File: config.mk
export PLATFORM = sky130hd
export DESIGN_NAME = tmr_cmp_bank
export DESIGN_NICKNAME = d
export VERILOG_FILES = /design/src/rtl/tmr_cmp_pkg.sv /design/src/rtl/tmr_cmp_chan.sv /design/src/rtl/tmr_cmp_pair.sv /design/src/rtl/tmr_cmp_bank.sv
export SDC_FILE = /design/constraint.sdc
export NUM_CORES = 1
export LEC_CHECK = 0
export ABC_AREA = 1
export BUFFER_PORTS_ARGS = -buffer_cell sky130_fd_sc_hd__buf_2
export CAP_MARGIN = 20
export CORE_ASPECT_RATIO = 1.5
export CORE_MARGIN = 4
export CORE_UTILIZATION = 30
export CTS_CLUSTER_SIZE = 25
export DETAILED_ROUTE_END_ITERATION = 10
export PLACE_DENSITY = 0.45
export SYNTH_ARGS = -nofsm -noshare
export SYNTH_HDL_FRONTEND = slang
export SYNTH_SLANG_ARGS = --single-unit
File: constraint.sdc
create_clock -name clk -period 1.9 [get_ports clk]
set_input_delay 0.475 -clock clk [delete_from_list [all_inputs] [get_ports clk]]
set_output_delay 0.475 -clock clk [all_outputs]
set_load 0.05 [all_outputs]
File: src/rtl/tmr_cmp_pkg.sv
// Shared mode codes and mode decoding helpers for the timer compare bank.
// Assumes a 3-bit mode field in which bit 2 enables compare.
package tmr_cmp_pkg;
    localparam logic [2:0] CM_IRQ    = 3'b100;  // flag on every match
    localparam logic [2:0] CM_TOGGLE = 3'b101;  // pin toggles on every match
    localparam logic [2:0] CM_ONCE   = 3'b110;  // flag once per period
    localparam logic [2:0] CM_SETCLR = 3'b111;  // pin set on match, cleared on overflow

    // Compare is active only for codes 100b..111b
    function automatic logic mode_active(input logic [2:0] m);
        return m[2];
    endfunction

    // Modes limited to one event per timer period
    function automatic logic mode_once(input logic [2:0] m);
        return m[2] & m[1];
    endfunction

    // Modes that own the channel's pin
    function automatic logic mode_drives(input logic [2:0] m);
        return (m == CM_TOGGLE) || (m == CM_SETCLR);
    endfunction

    // Next pin value for a channel that is not part of a double register
    function automatic logic pin_next(input logic [2:0] m, input logic ev,
                                      input logic ovf, input logic cur);
        logic r;
        r = cur;
        if (m == CM_TOGGLE)
            r = cur ^ ev;
        else if (m == CM_SETCLR)
            r = ev ? 1'b1 : (ovf ? 1'b0 : cur);
        return r;
    endfunction
endpackage

File: src/rtl/tmr_cmp_chan.sv
// One compare channel: holds its compare value and mode, and detects matches.
// Assumes tmr_chg pulses in the cycle a new timer value is presented.
// Produces a single-cycle ev pulse and keeps a sticky interrupt flag.
module tmr_cmp_chan
    import tmr_cmp_pkg::*;
#(
    parameter int TW = 8
) (
    input  logic          clk,
    input  logic          rst_n,
    input  logic          ld_cmp,
    input  logic          ld_mode,
    input  logic [TW-1:0] wr_data,
    input  logic [TW-1:0] tmr_val,
    input  logic          tmr_chg,
    input  logic          tmr_ovf,
    input  logic          flag_clr,
    output logic          ev,
    output logic [2:0]    mode,
    output logic          irq
);
    logic [TW-1:0] cmp_q;
    logic [2:0]    mode_q;
    logic          armed_q, lock_q, irq_q;
    logic          arm, lock_eff;

    // Match detection: armed by a timer change, gated by the period lockout
    always_comb begin
        arm      = armed_q | tmr_chg;
        lock_eff = lock_q & ~tmr_ovf;
        ev       = mode_active(mode_q) & arm & (cmp_q == tmr_val) & ~lock_eff;
    end

    // Register file, arming, lockout and sticky flag state
    always_ff @(posedge clk) begin
        if (!rst_n) begin
            cmp_q   <= '0;
            mode_q  <= '0;
            armed_q <= 1'b0;
            lock_q  <= 1'b0;
            irq_q   <= 1'b0;
        end else begin
            if (ld_cmp)  cmp_q  <= wr_data;
            if (ld_mode) mode_q <= wr_data[2:0];
            armed_q <= arm & ~ev;
            lock_q  <= lock_eff | (ev & mode_once(mode_q));
            irq_q   <= ev | (irq_q & ~flag_clr);
        end
    end

    assign mode = mode_q;
    assign irq  = irq_q;
endmodule

File: src/rtl/tmr_cmp_pair.sv
// Pin logic for one channel pair (first-bank channel a, second-bank channel b).
// When a is in CM_IRQ and b is in CM_TOGGLE, both events toggle pin a.
module tmr_cmp_pair
    import tmr_cmp_pkg::*;
(
    input  logic       clk,
    input  logic       rst_n,
    input  logic [2:0] mode_a,
    input  logic [2:0] mode_b,
    input  logic       ev_a,
    input  logic       ev_b,
    input  logic       tmr_ovf,
    output logic       pin_a,
    output logic       pin_b,
    output logic       oe_a,
    output logic       oe_b
);
    logic dbl;
    logic pa_q, pb_q;

    // Double-register detection and output enables
    always_comb begin
        dbl  = (mode_a == CM_IRQ) && (mode_b == CM_TOGGLE);
        oe_a = dbl | mode_drives(mode_a);
        oe_b = ~dbl & mode_drives(mode_b);
    end

    // Pin state update for both channels of the pair
    always_ff @(posedge clk) begin
        if (!rst_n) begin
            pa_q <= 1'b0;
            pb_q <= 1'b0;
        end else if (dbl) begin
            pa_q <= pa_q ^ ev_a ^ ev_b;
        end else begin
            pa_q <= pin_next(mode_a, ev_a, tmr_ovf, pa_q);
            pb_q <= pin_next(mode_b, ev_b, tmr_ovf, pb_q);
        end
    end

    assign pin_a = pa_q;
    assign pin_b = pb_q;
endmodule

File: src/rtl/tmr_cmp_bank.sv
// Bank of 2*NPAIR compare channels on one free-running timer.
// Channel i is paired with channel i+NPAIR for the double-register mode.
// Assumes tmr_inc/tmr_wr/tmr_ovf arrive together with the new tmr_val.
module tmr_cmp_bank
    import tmr_cmp_pkg::*;
#(
    parameter int TW    = 8,
    parameter int NPAIR = 4,
    localparam int NCH  = 2 * NPAIR,
    localparam int AW   = (NCH > 1) ? $clog2(NCH) : 1
) (
    input  logic           clk,
    input  logic           rst_n,
    input  logic [TW-1:0]  tmr_val,
    input  logic           tmr_inc,
    input  logic           tmr_wr,
    input  logic           tmr_ovf,
    input  logic           wr_en,
    input  logic           wr_mode_sel,
    input  logic [AW-1:0]  wr_addr,
    input  logic [TW-1:0]  wr_data,
    input  logic [NCH-1:0] flag_clr,
    output logic [NCH-1:0] irq,
    output logic [NCH-1:0] pin,
    output logic [NCH-1:0] pin_oe
);
    logic [NCH-1:0] ev_vec;
    logic [2:0]     mode_vec [NCH];
    logic           tmr_chg;

    assign tmr_chg = tmr_inc | tmr_wr;

    // Per-channel compare state
    for (genvar c = 0; c < NCH; c++) begin : g_chan
        logic sel;
        assign sel = wr_en && (wr_addr == AW'(c));
        tmr_cmp_chan #(.TW(TW)) u_chan (
            .clk      (clk),
            .rst_n    (rst_n),
            .ld_cmp   (sel & ~wr_mode_sel),
            .ld_mode  (sel & wr_mode_sel),
            .wr_data  (wr_data),
            .tmr_val  (tmr_val),
            .tmr_chg  (tmr_chg),
            .tmr_ovf  (tmr_ovf),
            .flag_clr (flag_clr[c]),
            .ev       (ev_vec[c]),
            .mode     (mode_vec[c]),
            .irq      (irq[c])
        );
    end

    // Pin logic, one instance per first/second-bank pair
    for (genvar p = 0; p < NPAIR; p++) begin : g_pair
        tmr_cmp_pair u_pair (
            .clk     (clk),
            .rst_n   (rst_n),
            .mode_a  (mode_vec[p]),
            .mode_b  (mode_vec[p+NPAIR]),
            .ev_a    (ev_vec[p]),
            .ev_b    (ev_vec[p+NPAIR]),
            .tmr_ovf (tmr_ovf),
            .pin_a   (pin[p]),
            .pin_b   (pin[p+NPAIR]),
            .oe_a    (pin_oe[p]),
            .oe_b    (pin_oe[p+NPAIR])
        );
    end
endmodule

==> key figures, run 1 <==
Die
  • Die area: 0.0233 sq mm
  • Chip Height: between 150 and 200 um
  • # IOs: 58
  • Chip width: around 130 um
  • CORE AREA: about 0.02 sq mm
  • Initial Util: 30.5%
  • Row count: 64

Final layout
  • N_diodes: 0
  • Layout cells sized above 1: between 20% and 30%
  • Post-route cell area: about 0.0079 sq mm
  • Util after Layout: ~39%
  • Synth-to-Final Area Change: 26.2%
  • Final nets: about 1.1k

Synthesis
  • Largest family of logic cells by synthesized area: simple AND/OR/NAND/NOR gates
  • Syn_area_per_cell: about 6.4 sq um
  • Synth Area in XOR/XNOR: between 1 and 1.5%
  • Post-synthesis adder-cell area fraction: 0%
  • Synth Area in Compound Gates: a little under a fifth
  • Register area share after synthesis: a little under two fifths
  • Syn Inst Count: a little under 1k
  • Mux cell area share after synthesis: 0%
  • Synthesis-stage register bit count: 120
  • Mapped cell area: approximately 0.0063 sq mm
  • Ys Warns: 0
  • Syn Nets: between 1k and 1.5k
  • Post-synth cell types: 30
  • Post-synthesis simple-gate area fraction: just under 30%

Worst hold path
  • Hold EP: g_chan[1].u_chan.irq
  • Worst Hold Path Cells: 4
  • Hold wc startpoint: flag_clr[1]
  • Hold Path Class: in -> reg

Timing
  • Worst-margin pin slew: between 0.5 and 0.6 ns
  • Final setup vio count: 1
  • RSZ-0062 raised after global routing: yes
  • Max Transition Viols Final: 0
  • Hold Fails Final Rpt: 0
  • Setup_tns: -0.00211 ns
  • Tcrit/Tclk final: 100%
  • Fmax: around 0.53 GHz
  • Relative slew margins: between 60% and 70%
  • Setup WS post-layout: -0.00211 ns
  • Post-layout min period: roughly 1.9 ns
  • Final Skew: between 0.007 and 0.008 ns
  • Final hold slack: approximately 0.3 ns

Place
  • Final HPWL DP: about 15000 um
  • Port bufs: between 50 and 60
  • Final Wtd Congestion: just over 0.8
  • Placed cell area: between 0.006 and 0.007 sq mm
  • Place WS: -0.127 ns

Pwr
  • NetSw: about 1.6 mW
  • Logic pwr share: a little under a tenth
  • Sequential power share: a little over 40%
  • P_int: around 4.8 mW
  • Sw Share: about a quarter
  • VDD IR max: about 0.6 mV
  • Clock Power Share: about half
  • Leakage: between 3 and 4 nW
  • PD cells: between 800 and 900 mW/mm^2

Routing
  • DRC Markers: 0
  • Initial DRC count: around 330
  • Post-route ant nets: 0
  • Drt total wl: 20900 um
  • Total number of vias: between 6k and 7k
  • Met3 wire len: approximately 630 um
  • Met1 wire length: 9450 um
  • DR pass1 iterations: 4
  • Wirelength per Cell: 15.5 um
  • Vias per cell: around 4.6
  • DR top layer: met4
  • Routed wl met2: around 10000 um

Worst setup path
  • CP Launch Type: register
  • Critical path class: reg -> out
  • Crit-path max FO: 2
  • R2R depth: 12
  • CP arrival: between 1 and 1.5 ns
  • Reg-to-Reg Start: g_chan[6].u_chan.mode[1]
  • Worst reg2reg endpoint: g_pair[2].u_pair.pin_a
  • CP required: between 1 and 1.5 ns
  • CP endpoint kind: primary output
  • FF-to-FF setup slack: around 0.19 ns

Global route
  • Gr usage total: 18.4%
  • Initial antenna violation count: 0
  • Grt total ovfl: 0
  • Number of global-route vias before repair: between 6k and 7k
  • Pin count of the biggest net entering global routing: 39
  • First-pass GRT wire length: approximately 33000 um

Clock tree
  • Clk buf depth: 2
  • # H-tree levels: 4
  • Clock transition at path regs: ~0.06 ns
  • TritonCTS Buffers: 17
  • Clk sinks: between 100 and 150
  • Worst skew pair latency: ~0.42 ns
  • CTS tree: built
  • Root Driver: clkbuf_16

Flow run
  • Max-cap check violation count: 0

Run status
  • Failing checks: setup timing
  • Status: complete, but fails checks
-- cell usage after synthesis, drive strengths merged --
cell / number / area, sq um
nand2: 246 / 946
inv: 128 / 480
dfxtp: 120 / 2400
a21oi: 113 / 566
nor2: 108 / 438
o21ai: 101 / 509
nand3: 58 / 295
buf: 37 / 267
clkbuf: 22 / 82.6
nor3: 12 / 60.1
nand4: 8 / 50.1
xor2: 5 / 43.8
o21bai: 4 / 30.0
xnor2: 4 / 35.0
a31oi: 3 / 18.8
or2: 2 / 12.5
and2: 1 / 6.26
and3: 1 / 6.26
clkinv: 1 / 5.00
o211ai: 1 / 7.51
-- state kept, by name, indices dropped and copies added, names as in the netlist --
name,count
g_chan.u_chan.irq,8
g_chan.u_chan.mode,24
g_chan.u_chan.lock_q,8
g_chan.u_chan.armed_q,8
g_chan.u_chan.cmp_q,64
g_pair.u_pair.pin_b,4
g_pair.u_pair.pin_a,4
-- cell families after synthesis --
kind of cell / after synthesis
AND/OR/NAND/NOR: 436
AO/OA/AOI/OAI: 222
XOR/XNOR: 9
buffers and inverters: 188
flip-flops: 120
-- placed cells by master (no fill, tap or decap), drive strengths merged, types with 2 or more instances in the layout --
cell	netlist	layout
nand4	8	8
o21ai	101	101
clkinv	1	5
bufinv	0	2
nand3	58	58
nor3	12	12
nor2	108	108
nand2	246	246
o21bai	4	4
a31oi	3	3
xor2	5	5
dfxtp	120	120
xnor2	4	4
or2	2	2
buf	37	131
clkbuf	22	24
clkinvlp	0	2
inv	128	128
a21oi	113	113
-- worst max-delay path by stage --
stage,start,end,slack (ns),cells after the start
2_1_floorplan,tmr_val[6],g_pair[2].u_pair.pin_a,0.29,14
3_3_place_gp,tmr_wr,g_pair[2].u_pair.pin_a,-0.11,11
3_5_place_dp,tmr_wr,g_pair[2].u_pair.pin_a,-0.13,11
4_1_cts,g_chan[3].u_chan.mode[0],pin_oe[3],-0.03,5
5_1_grt,g_chan[1].u_chan.mode[1],pin_oe[1],-0.06,5
6_report,g_chan[1].u_chan.mode[1],pin_oe[1],-0.002,5
-- cell type report --
class,count,area (sq um)
clock inverter,8,95.1
inverter,129,485
tap,264,330
multi-input combinational,667,3150
clock buffer,24,482
sequential,120,2420
fill,2307,12600
timing repair buffer,131,941
-- power by group through the flow --
| stage | Clock [mW] | Combinational, mW | Sequential, mW |
|---|---|---|---|
| 2_1_floorplan | 0 | 0.332 | 2.64 |
| 4_1_cts | 3.29 | 0.591 | 2.60 |
| 3_3_place_gp | 0 | 0.582 | 2.65 |
| 6_report | 3.20 | 0.585 | 2.60 |
| 5_1_grt | 3.37 | 0.661 | 2.60 |
| 3_5_place_dp | 0 | 0.580 | 2.65 |
-- repair_timing --
action,in CTS,in global routing
buffers inserted,13,6
pin swaps,5,5
setup endpoints to repair,8,6
resized for setup,37,25
hold buffers,0,0
-- per-stage QoR --
| step | power, mW | std cells |
|---|---|---|
| 4_1_cts | 6.48 | 1337 |
| 5_1_grt | 6.63 | 1343 |
| 6_report | 6.38 | 1343 |
| 3_5_place_dp | 3.23 | 1292 |
| 2_1_floorplan | 2.98 | 975 |
| 3_3_place_gp | 3.23 | 1292 |
-- metal layers --
| metal | up-vias | global-route usage, % |
|---|---|---|
| li1 | 3268 | - |
| met1 | 2842 | 22.7 |
| met2 | 101 | 32.9 |
| met3 | 17 | 2.83 |
| met4 | 0 | 5.37 |
| met5 | - | 0 |
-- critical path, cell delays in order (launching register included) --
cell and delay, ns:
dfxtp_2 0.32, inv_2 0.05, nand3_2 0.07, nor3_2 0.22
o21bai_4 0.17, buf_6 0.17
(Power assumes the default switching activity.)
==> run 2: changes to the inputs <==
--- a/config.mk
+++ b/config.mk
@@ -5,12 +5,13 @@
 export SDC_FILE = /design/constraint.sdc
 export NUM_CORES = 1
 export LEC_CHECK = 0
-export ABC_AREA = 1
+export ABC_AREA = 0
 export BUFFER_PORTS_ARGS = -buffer_cell sky130_fd_sc_hd__buf_2
 export CAP_MARGIN = 20
 export CORE_ASPECT_RATIO = 1.5
 export CORE_MARGIN = 4
 export CORE_UTILIZATION = 30
+export CTS_BUF_LIST = sky130_fd_sc_hd__clkbuf_8
 export CTS_CLUSTER_SIZE = 25
 export DETAILED_ROUTE_END_ITERATION = 10
 export PLACE_DENSITY = 0.45
==> key figures, run 2 <==
Synthesis
  • Ys Warns: 0 (unchanged)
  • Top post-synthesis cells by area: dfxtp_1 (41%), mux2i_1 (12%), xnor2_1 (8.1%) (was dfxtp_1 (38%), nand2_1 (14%), a21oi_1 (9.0%))
  • Top FF cell, synth: dfxtp_1 (unchanged)
  • Leading area contributor after synthesis: dfxtp_1 (unchanged)
  • Syn_area_per_cell: 8.91 sq um (was 6.42 sq um)
  • Mapped cell area: 0.00584 sq mm (was 0.00626 sq mm)
  • Post-synth cell types: 49 (was 30)
  • Post-synth EDFFs: 0 (unchanged)
  • Syn Inst Count: 655 (was 975)
  • Register area share after synthesis: 41.2% (was 38.4%)
  • Synthesis-stage register bit count: 120 (unchanged)
  • Async SR Flop Fraction: 0% (unchanged)
  • Synth top area share: 41.2% (was 38.4%)
  • Commonest cells post-synth: dfxtp_1 (120), nor2_1 (93), mux2i_1 (68) (was nand2_1 (241), dfxtp_1 (120), inv_1 (119))
  • Syn Nets: 689 (was 1009)
  • Top-count cell post-synth: dfxtp_1 (was nand2_1)

Final layout
  • Synth-to-Final Area Change: 25.9% (was 26.2%)
  • Max reg flops: 64 (unchanged)
  • Fill cells: 1989 (was 2307)
  • Post-Layout Cell Count: 1018 (was 1343)
  • FF+latch area: 0.00242 sq mm (about the same)
  • Area of the multi-input gates: 0.00310 sq mm (was 0.00315 sq mm)
  • N_diodes: 0 (unchanged)
  • Final nets: 783 (was 1100)
  • Most frequent cells in the layout: dfxtp_1 (109), nor2_1 (90), buf_4 (73), mux2i_1 (68), xnor2_1 (54) (was nand2_1 (238), a21oi_1 (113), inv_1 (111), dfxtp_1 (107), o21ai_0 (100))
  • Commonest non-fill, non-tap cell in the layout: dfxtp_1 (was nand2_1)
  • Reg with most FFs: g_chan.u_chan.cmp_q (unchanged)
  • Layout cells sized above 1: 27.7% (was 20.7%)

Timing
  • Post-layout min period: 1.94 ns (was 1.90 ns)
  • Relative slew margins: 64.4% (was 65.5%)
  • Setup WS post-layout: -0.0439 ns (was -0.00211 ns)
  • Final Skew: 0.0118 ns (was 0.00746 ns)
  • Max Transition Viols Final: 0 (unchanged)
  • Final hold slack: 0.299 ns (was 0.304 ns)
  • RSZ-0062 raised after global routing: yes (unchanged)
  • Worst-margin pin slew: 0.534 ns (was 0.517 ns)
  • Final setup vio count: 8 (was 1)
  • Hold Fails Final Rpt: 0 (unchanged)
  • Fmax: 0.514 GHz (was 0.526 GHz)
  • Tcrit/Tclk final: 102% (was 100%)

Die
  • # IOs: 58 (unchanged)
  • Initial Util: 30.5% (about the same)
  • CORE AREA: 0.0192 sq mm (was 0.0205 sq mm)
  • Die area: 0.0218 sq mm (was 0.0233 sq mm)
  • Chip width: 122 um (was 126 um)
  • Chip Height: 179 um (was 185 um)
  • Row count: 62 (was 64)

Global route
  • Grt total ovfl: 0 (unchanged)
  • Number of global-route vias before repair: 4841 (was 6081)
  • Gr usage total: 15.8% (was 18.4%)
  • First-pass GRT wire length: 26300 um (was 33300 um)
  • Initial antenna violation count: 0 (unchanged)
  • Pin count of the biggest net entering global routing: 60 (was 39)

Clock tree
  • Clk buf depth: 2 (unchanged)
  • # H-tree levels: 4 (unchanged)
  • CTS tree: built (unchanged)
  • Root Driver: clkbuf_8 (was clkbuf_16)
  • Hold-fix buffers at CTS: 0 (unchanged)
  • Clock transition at path regs: 0.08 ns (was 0.06 ns)
  • TritonCTS Buffers: 17 (unchanged)
  • Clk sinks: 120 (unchanged)
  • Worst skew pair latency: 0.43 ns (was 0.42 ns)

Routing
  • DRC Markers: 0 (unchanged)
  • Post-route ant nets: 0 (unchanged)
  • Wirelength per Cell: 16.6 um (was 15.5 um)
  • Total number of vias: 4755 (was 6228)
  • DR pass1 iterations: 4 (unchanged)
  • Vias per cell: 4.67 (was 4.64)
  • Initial DRC count: 325 (was 334)
  • Drt total wl: 16900 um (was 20900 um)

Worst setup path
  • CP required: 1.42 ns (about the same)
  • Crit-path max FO: 4 (was 2)
  • CP Launch Type: register (unchanged)
  • Critical path class: reg -> out (unchanged)
  • CP arrival: 1.47 ns (was 1.43 ns)
  • CP endpoint kind: primary output (unchanged)

Place
  • Final Wtd Congestion: 0.802 (was 0.822)
  • Port bufs: 57 (unchanged)
  • Final HPWL DP: 12100 um (was 15200 um)
  • Placed Instances: 969 (was 1292)

Pwr
  • Logic pwr share: 8.9% (was 9.2%)
  • VDD IR max: 0.375 mV (was 0.599 mV)
  • NetSw: 1.42 mW (was 1.59 mW)
  • P_int: 3.95 mW (was 4.80 mW)
  • Clock Power Share: 43.2% (was 50.1%)
  • Sw Share: 26.4% (was 24.8%)
  • PD cells: 731 mW/mm^2 (was 808 mW/mm^2)
  • Sequential power share: 47.9% (was 40.7%)
  • Leakage: 2.92 nW (was 3.40 nW)

Worst hold path
  • Hold Path Class: in -> reg (unchanged)

Run status
  • Failing checks: setup timing (unchanged)
  • Status: complete, but fails checks (unchanged)

Flow run
  • Max-cap check violation count: 0 (unchanged)
-- run 2: changes by cell type after synthesis, sizes merged, moves of 7 or more --
cell / previous run / this run
mux2i: 0 / 68
nand3b: 0 / 10
nand3: 58 / 27
xnor2: 4 / 57
inv: 128 / 14
o21ai: 101 / 24
nand2b: 0 / 14
a21oi: 113 / 39
nand4: 8 / 15
nor2: 108 / 95
nand2: 246 / 41
-- run 2: stage by stage --
step	area, sq um	utilization, %	setup slack [ns]	power [mW]	TNS, ns
after floorplan	5840	-	0.00296	2.91	0
after detailed placement	6640	34.6	-0.320	3.11	-2.14
after CTS	7250	37.8	-0.127	5.46	-0.311
after global routing	7350	38.3	-0.128	5.58	-0.868
after global placement	6640	34.6	-0.283	3.11	-1.81
final	7350	38.3	-0.0439	5.37	-0.174
-- run 2: critical path: stages (launching register included) --
cell,delay (ns)
dfxtp_4,0.37
nor4b_4,0.29
nand3_2,0.13
nand2_2,0.10
buf_8,0.15
-- run 2: what timing repair did --
| item | in CTS | in global routing |
|---|---|---|
| setup buffers | 13 | 4 |
| endpoints found under the setup margin | 8 | 11 |
| endpoints found under the hold margin | 0 | 0 |
| resized for setup | 35 | 19 |
| cloned | 0 | 0 |
| pin swaps | 8 | 8 |
-- run 2: power groups by stage --
stage	Sequential, mW	Combinational, mW	Clock, mW
after floorplan	2.63	0.282	0
after global placement	2.63	0.477	0
after detailed placement	2.63	0.481	0
after CTS	2.57	0.484	2.40
after global routing	2.57	0.520	2.48
final	2.57	0.478	2.32
-- run 2: cells by family after synthesis --
| kind of cell | after synthesis | synth area share, % |
|---|---|---|
| flops | 120 | 41.2 |
| compound gates | 87 | 8.92 |
| buf+inv | 76 | 7.44 |
| xor+xnor | 69 | 11.0 |
| simple gates | 235 | 19.8 |
| mux | 68 | 11.7 |
-- run 2: layout make-up --
cell class	count	area share [%]
Multi-Input combinational cell	459	42.3
Sequential cell	120	33.0
Timing Repair Buffer	137	14.3
Tap cell	256	4.36
Clock buffer	18	3.37
Clock inverter	14	2.03
Inverter	14	0.732
-- run 2: path summary, 6_finish.rpt --
path	start	end	slack, ns	depth (start not counted)
setup / recovery	g_chan[1].u_chan.mode[0]	pin_oe[1]	-0.04	4
setup reg to reg	g_chan[4].u_chan.mode[1]	g_pair[0].u_pair.pin_a	-0.01	11
hold / removal	flag_clr[3]	g_chan[3].u_chan.irq	0.30	3
hold reg to reg	g_chan[0].u_chan.cmp_q[4]	g_chan[0].u_chan.cmp_q[4]	0.47	2
-- run 2: routing by layer --
| metal | GRT usage [%] | part of all wire [%] |
|---|---|---|
| met5 | 0 | 0 |
| met4 | 4.72 | 1.9 |
| met3 | 2.97 | 2.8 |
| met2 | 28.8 | 53 |
| met1 | 18.5 | 43 |
==> run 3: changes to the inputs <==
--- a/config.mk
+++ b/config.mk
@@ -14,7 +14,8 @@
 export CTS_BUF_LIST = sky130_fd_sc_hd__clkbuf_8
 export CTS_CLUSTER_SIZE = 25
 export DETAILED_ROUTE_END_ITERATION = 10
-export PLACE_DENSITY = 0.45
+export MAX_ROUTING_LAYER = met4
+export PLACE_DENSITY = 0.47
 export SYNTH_ARGS = -nofsm -noshare
 export SYNTH_HDL_FRONTEND = slang
 export SYNTH_SLANG_ARGS = --single-unit
==> key figures, run 3 (same netlist as run 2, synthesis figures left out) <==
Run status
  • Status: complete, but fails checks (unchanged)
  • Failing checks: setup timing (unchanged)

Place
  • Port bufs: 57 (unchanged)
  • Placed cell area: 0.00674 sq mm (was 0.00664 sq mm)
  • Final Wtd Congestion: 0.861 (was 0.802)
  • Final HPWL DP: 12300 um (was 12100 um)
  • Placed Instances: 979 (was 969)
  • Place WS: -0.326 ns (was -0.320 ns)

Clock tree
  • Clk buf depth: 2 (unchanged)
  • Root Driver: clkbuf_8 (unchanged)
  • TritonCTS Buffers: 17 (unchanged)
  • Clock transition at path regs: 0.08 ns (about the same)
  • Worst skew pair latency: 0.43 ns (about the same)
  • Hold-fix buffers at CTS: 0 (unchanged)
  • # H-tree levels: 4 (unchanged)
  • CTS tree: built (unchanged)
  • Clk sinks: 120 (unchanged)

Final layout
  • FF+latch area: 0.00242 sq mm (about the same)
  • Area of the multi-input gates: 0.00311 sq mm (was 0.00310 sq mm)
  • Post-Layout Cell Count: 1021 (was 1018)
  • Fill cells: 1959 (was 1989)
  • Synth-to-Final Area Change: 27.3% (was 25.9%)
  • Layout cells sized above 1: 27.6% (was 27.7%)
  • Post-route cell area: 0.00743 sq mm (was 0.00735 sq mm)
  • Reg with most FFs: g_chan.u_chan.cmp_q (unchanged)
  • Most frequent cells in the layout: dfxtp_1 (112), nor2_1 (92), buf_4 (73), mux2i_1 (68), xnor2_1 (54) (was dfxtp_1 (109), nor2_1 (90), buf_4 (73), mux2i_1 (68), xnor2_1 (54))
  • Final nets: 786 (was 783)
  • Commonest non-fill, non-tap cell in the layout: dfxtp_1 (unchanged)
  • N_diodes: 0 (unchanged)
  • Max reg flops: 64 (unchanged)

Routing
  • Post-route ant nets: 0 (unchanged)
  • Initial DRC count: 272 (was 325)
  • DRC Markers: 0 (unchanged)
  • Wirelength per Cell: 16.6 um (about the same)
  • Drt total wl: 16900 um (about the same)
  • Total number of vias: 4841 (was 4755)
  • Vias per cell: 4.74 (was 4.67)
  • DR pass1 iterations: 4 (unchanged)

Worst setup path
  • CP Launch Type: register (unchanged)
  • CP required: 1.42 ns (about the same)
  • Reg-to-Reg Start: g_chan[3].u_chan.cmp_q[0] (was g_chan[4].u_chan.mode[1])
  • FF-to-FF setup slack: 0.10 ns (was -0.01 ns)
  • Worst reg2reg endpoint: g_pair[3].u_pair.pin_a (was g_pair[0].u_pair.pin_a)
  • Critical path class: reg -> out (unchanged)
  • Crit-path max FO: 3 (was 4)
  • Worst setup path startpoint: g_chan[2].u_chan.mode[0] (was g_chan[1].u_chan.mode[0])
  • Crit-path cells: nor4b_4 > nand3_2 > nand2_2 > buf_8 (unchanged)
  • Critical Path End: pin_oe[2] (was pin_oe[1])
  • R2R depth: 6 (was 11)
  • CP endpoint kind: primary output (unchanged)
  • CP arrival: 1.46 ns (was 1.47 ns)
  • Critical path's slowest cell: dfxtp_2 (was dfxtp_4)
  • Slowest cell delay on critical path: 0.35 ns (was 0.37 ns)

Die
  • Row count: 62 (unchanged)
  • # IOs: 58 (unchanged)
  • Die area: 0.0218 sq mm (unchanged)
  • Chip width: 122 um (unchanged)
  • Chip Height: 179 um (unchanged)
  • CORE AREA: 0.0192 sq mm (unchanged)
  • Initial Util: 30.5% (unchanged)

Timing
  • Setup_tns: -0.117 ns (was -0.174 ns)
  • Setup WS post-layout: -0.0348 ns (was -0.0439 ns)
  • RSZ-0062 raised after global routing: yes (unchanged)
  • Fmax: 0.517 GHz (was 0.514 GHz)
  • Worst-margin pin slew: 0.539 ns (was 0.534 ns)
  • Relative slew margins: 64.1% (was 64.4%)
  • Max Transition Viols Final: 0 (unchanged)
  • Tcrit/Tclk final: 102% (about the same)
  • Final Skew: 0.0132 ns (was 0.0118 ns)
  • Final hold slack: 0.313 ns (was 0.299 ns)
  • Hold Fails Final Rpt: 0 (unchanged)
  • Final setup vio count: 4 (was 8)
  • Post-layout min period: 1.93 ns (was 1.94 ns)

Worst hold path
  • Hold wc startpoint: flag_clr[7] (was flag_clr[3])
  • Hold Path Class: in -> reg (unchanged)

Global route
  • Grt total ovfl: 0 (unchanged)
  • First-pass GRT wire length: 26500 um (was 26300 um)
  • Initial antenna violation count: 0 (unchanged)
  • Gr usage total: 16.3% (was 15.8%)
  • Pin count of the biggest net entering global routing: 46 (was 60)
  • Number of global-route vias before repair: 4940 (was 4841)

Pwr
  • VDD IR max: 0.359 mV (was 0.375 mV)
  • Leakage: 2.96 nW (was 2.92 nW)
  • PD cells: 747 mW/mm^2 (was 731 mW/mm^2)

Flow run
  • Max-cap check violation count: 0 (unchanged)
[run 3: worst min path at each step]
stage / end / slack (ns) / cells after the start
6_report: g_chan[7].u_chan.irq / 0.31 / 3
2_1_floorplan: g_chan[3].u_chan.irq / 0.45 / 2
5_1_grt: g_chan[7].u_chan.irq / 0.29 / 3
3_3_place_gp: g_chan[0].u_chan.cmp_q[4] / 0.46 / 2
3_5_place_dp: g_chan[0].u_chan.cmp_q[5] / 0.46 / 2
4_1_cts: g_chan[7].u_chan.irq / 0.29 / 3
[run 3: area by class of cell]
cell class                 count  share of cell area, %
tap                          256                   4.31
inverter                      14                  0.725
multi-input combinational    459                   41.9
timing repair buffer         140                   14.8
clock buffer                  18                   3.34
sequential                   120                   32.6
clock inverter                14                   2.33
[run 3: repair_timing]
action / CTS / global route
setup buffers: 6 / 4
pin swaps: 12 / 6
gates resized for setup: 46 / 6
endpoints found under the setup margin: 8 / 10
[run 3: per-stage QoR]
step / utilization, % / power (mW)
after detailed placement: 35.2 / 3.14
after floorplan: - / 2.91
after global routing: 38.8 / 5.76
final: 38.8 / 5.54
after CTS: 38.5 / 5.62
after global placement: 35.2 / 3.13
[run 3: layer usage]
metal	GRT usage, %	up-vias	share of wire, %
li1	-	2402	-
met1	18.4	2318	41
met2	28.8	100	53
met3	2.59	21	3.3
met4	6.50	0	2.6
met5	-	-	0
[run 3: worst max-delay path, delay by kind of cell, from the launching register on]
kind / cells / cell delay, ns
buffers and inverters: 1 / 0.15
flip-flops: 1 / 0.35
AND/OR/NAND/NOR: 3 / 0.52
[run 3: power by group]
| group | internal [mW] | switching, mW |
|---|---|---|
| Clock | 1.34 | 1.13 |
| Combinational | 0.215 | 0.292 |
| Sequential | 2.55 | 0.0241 |
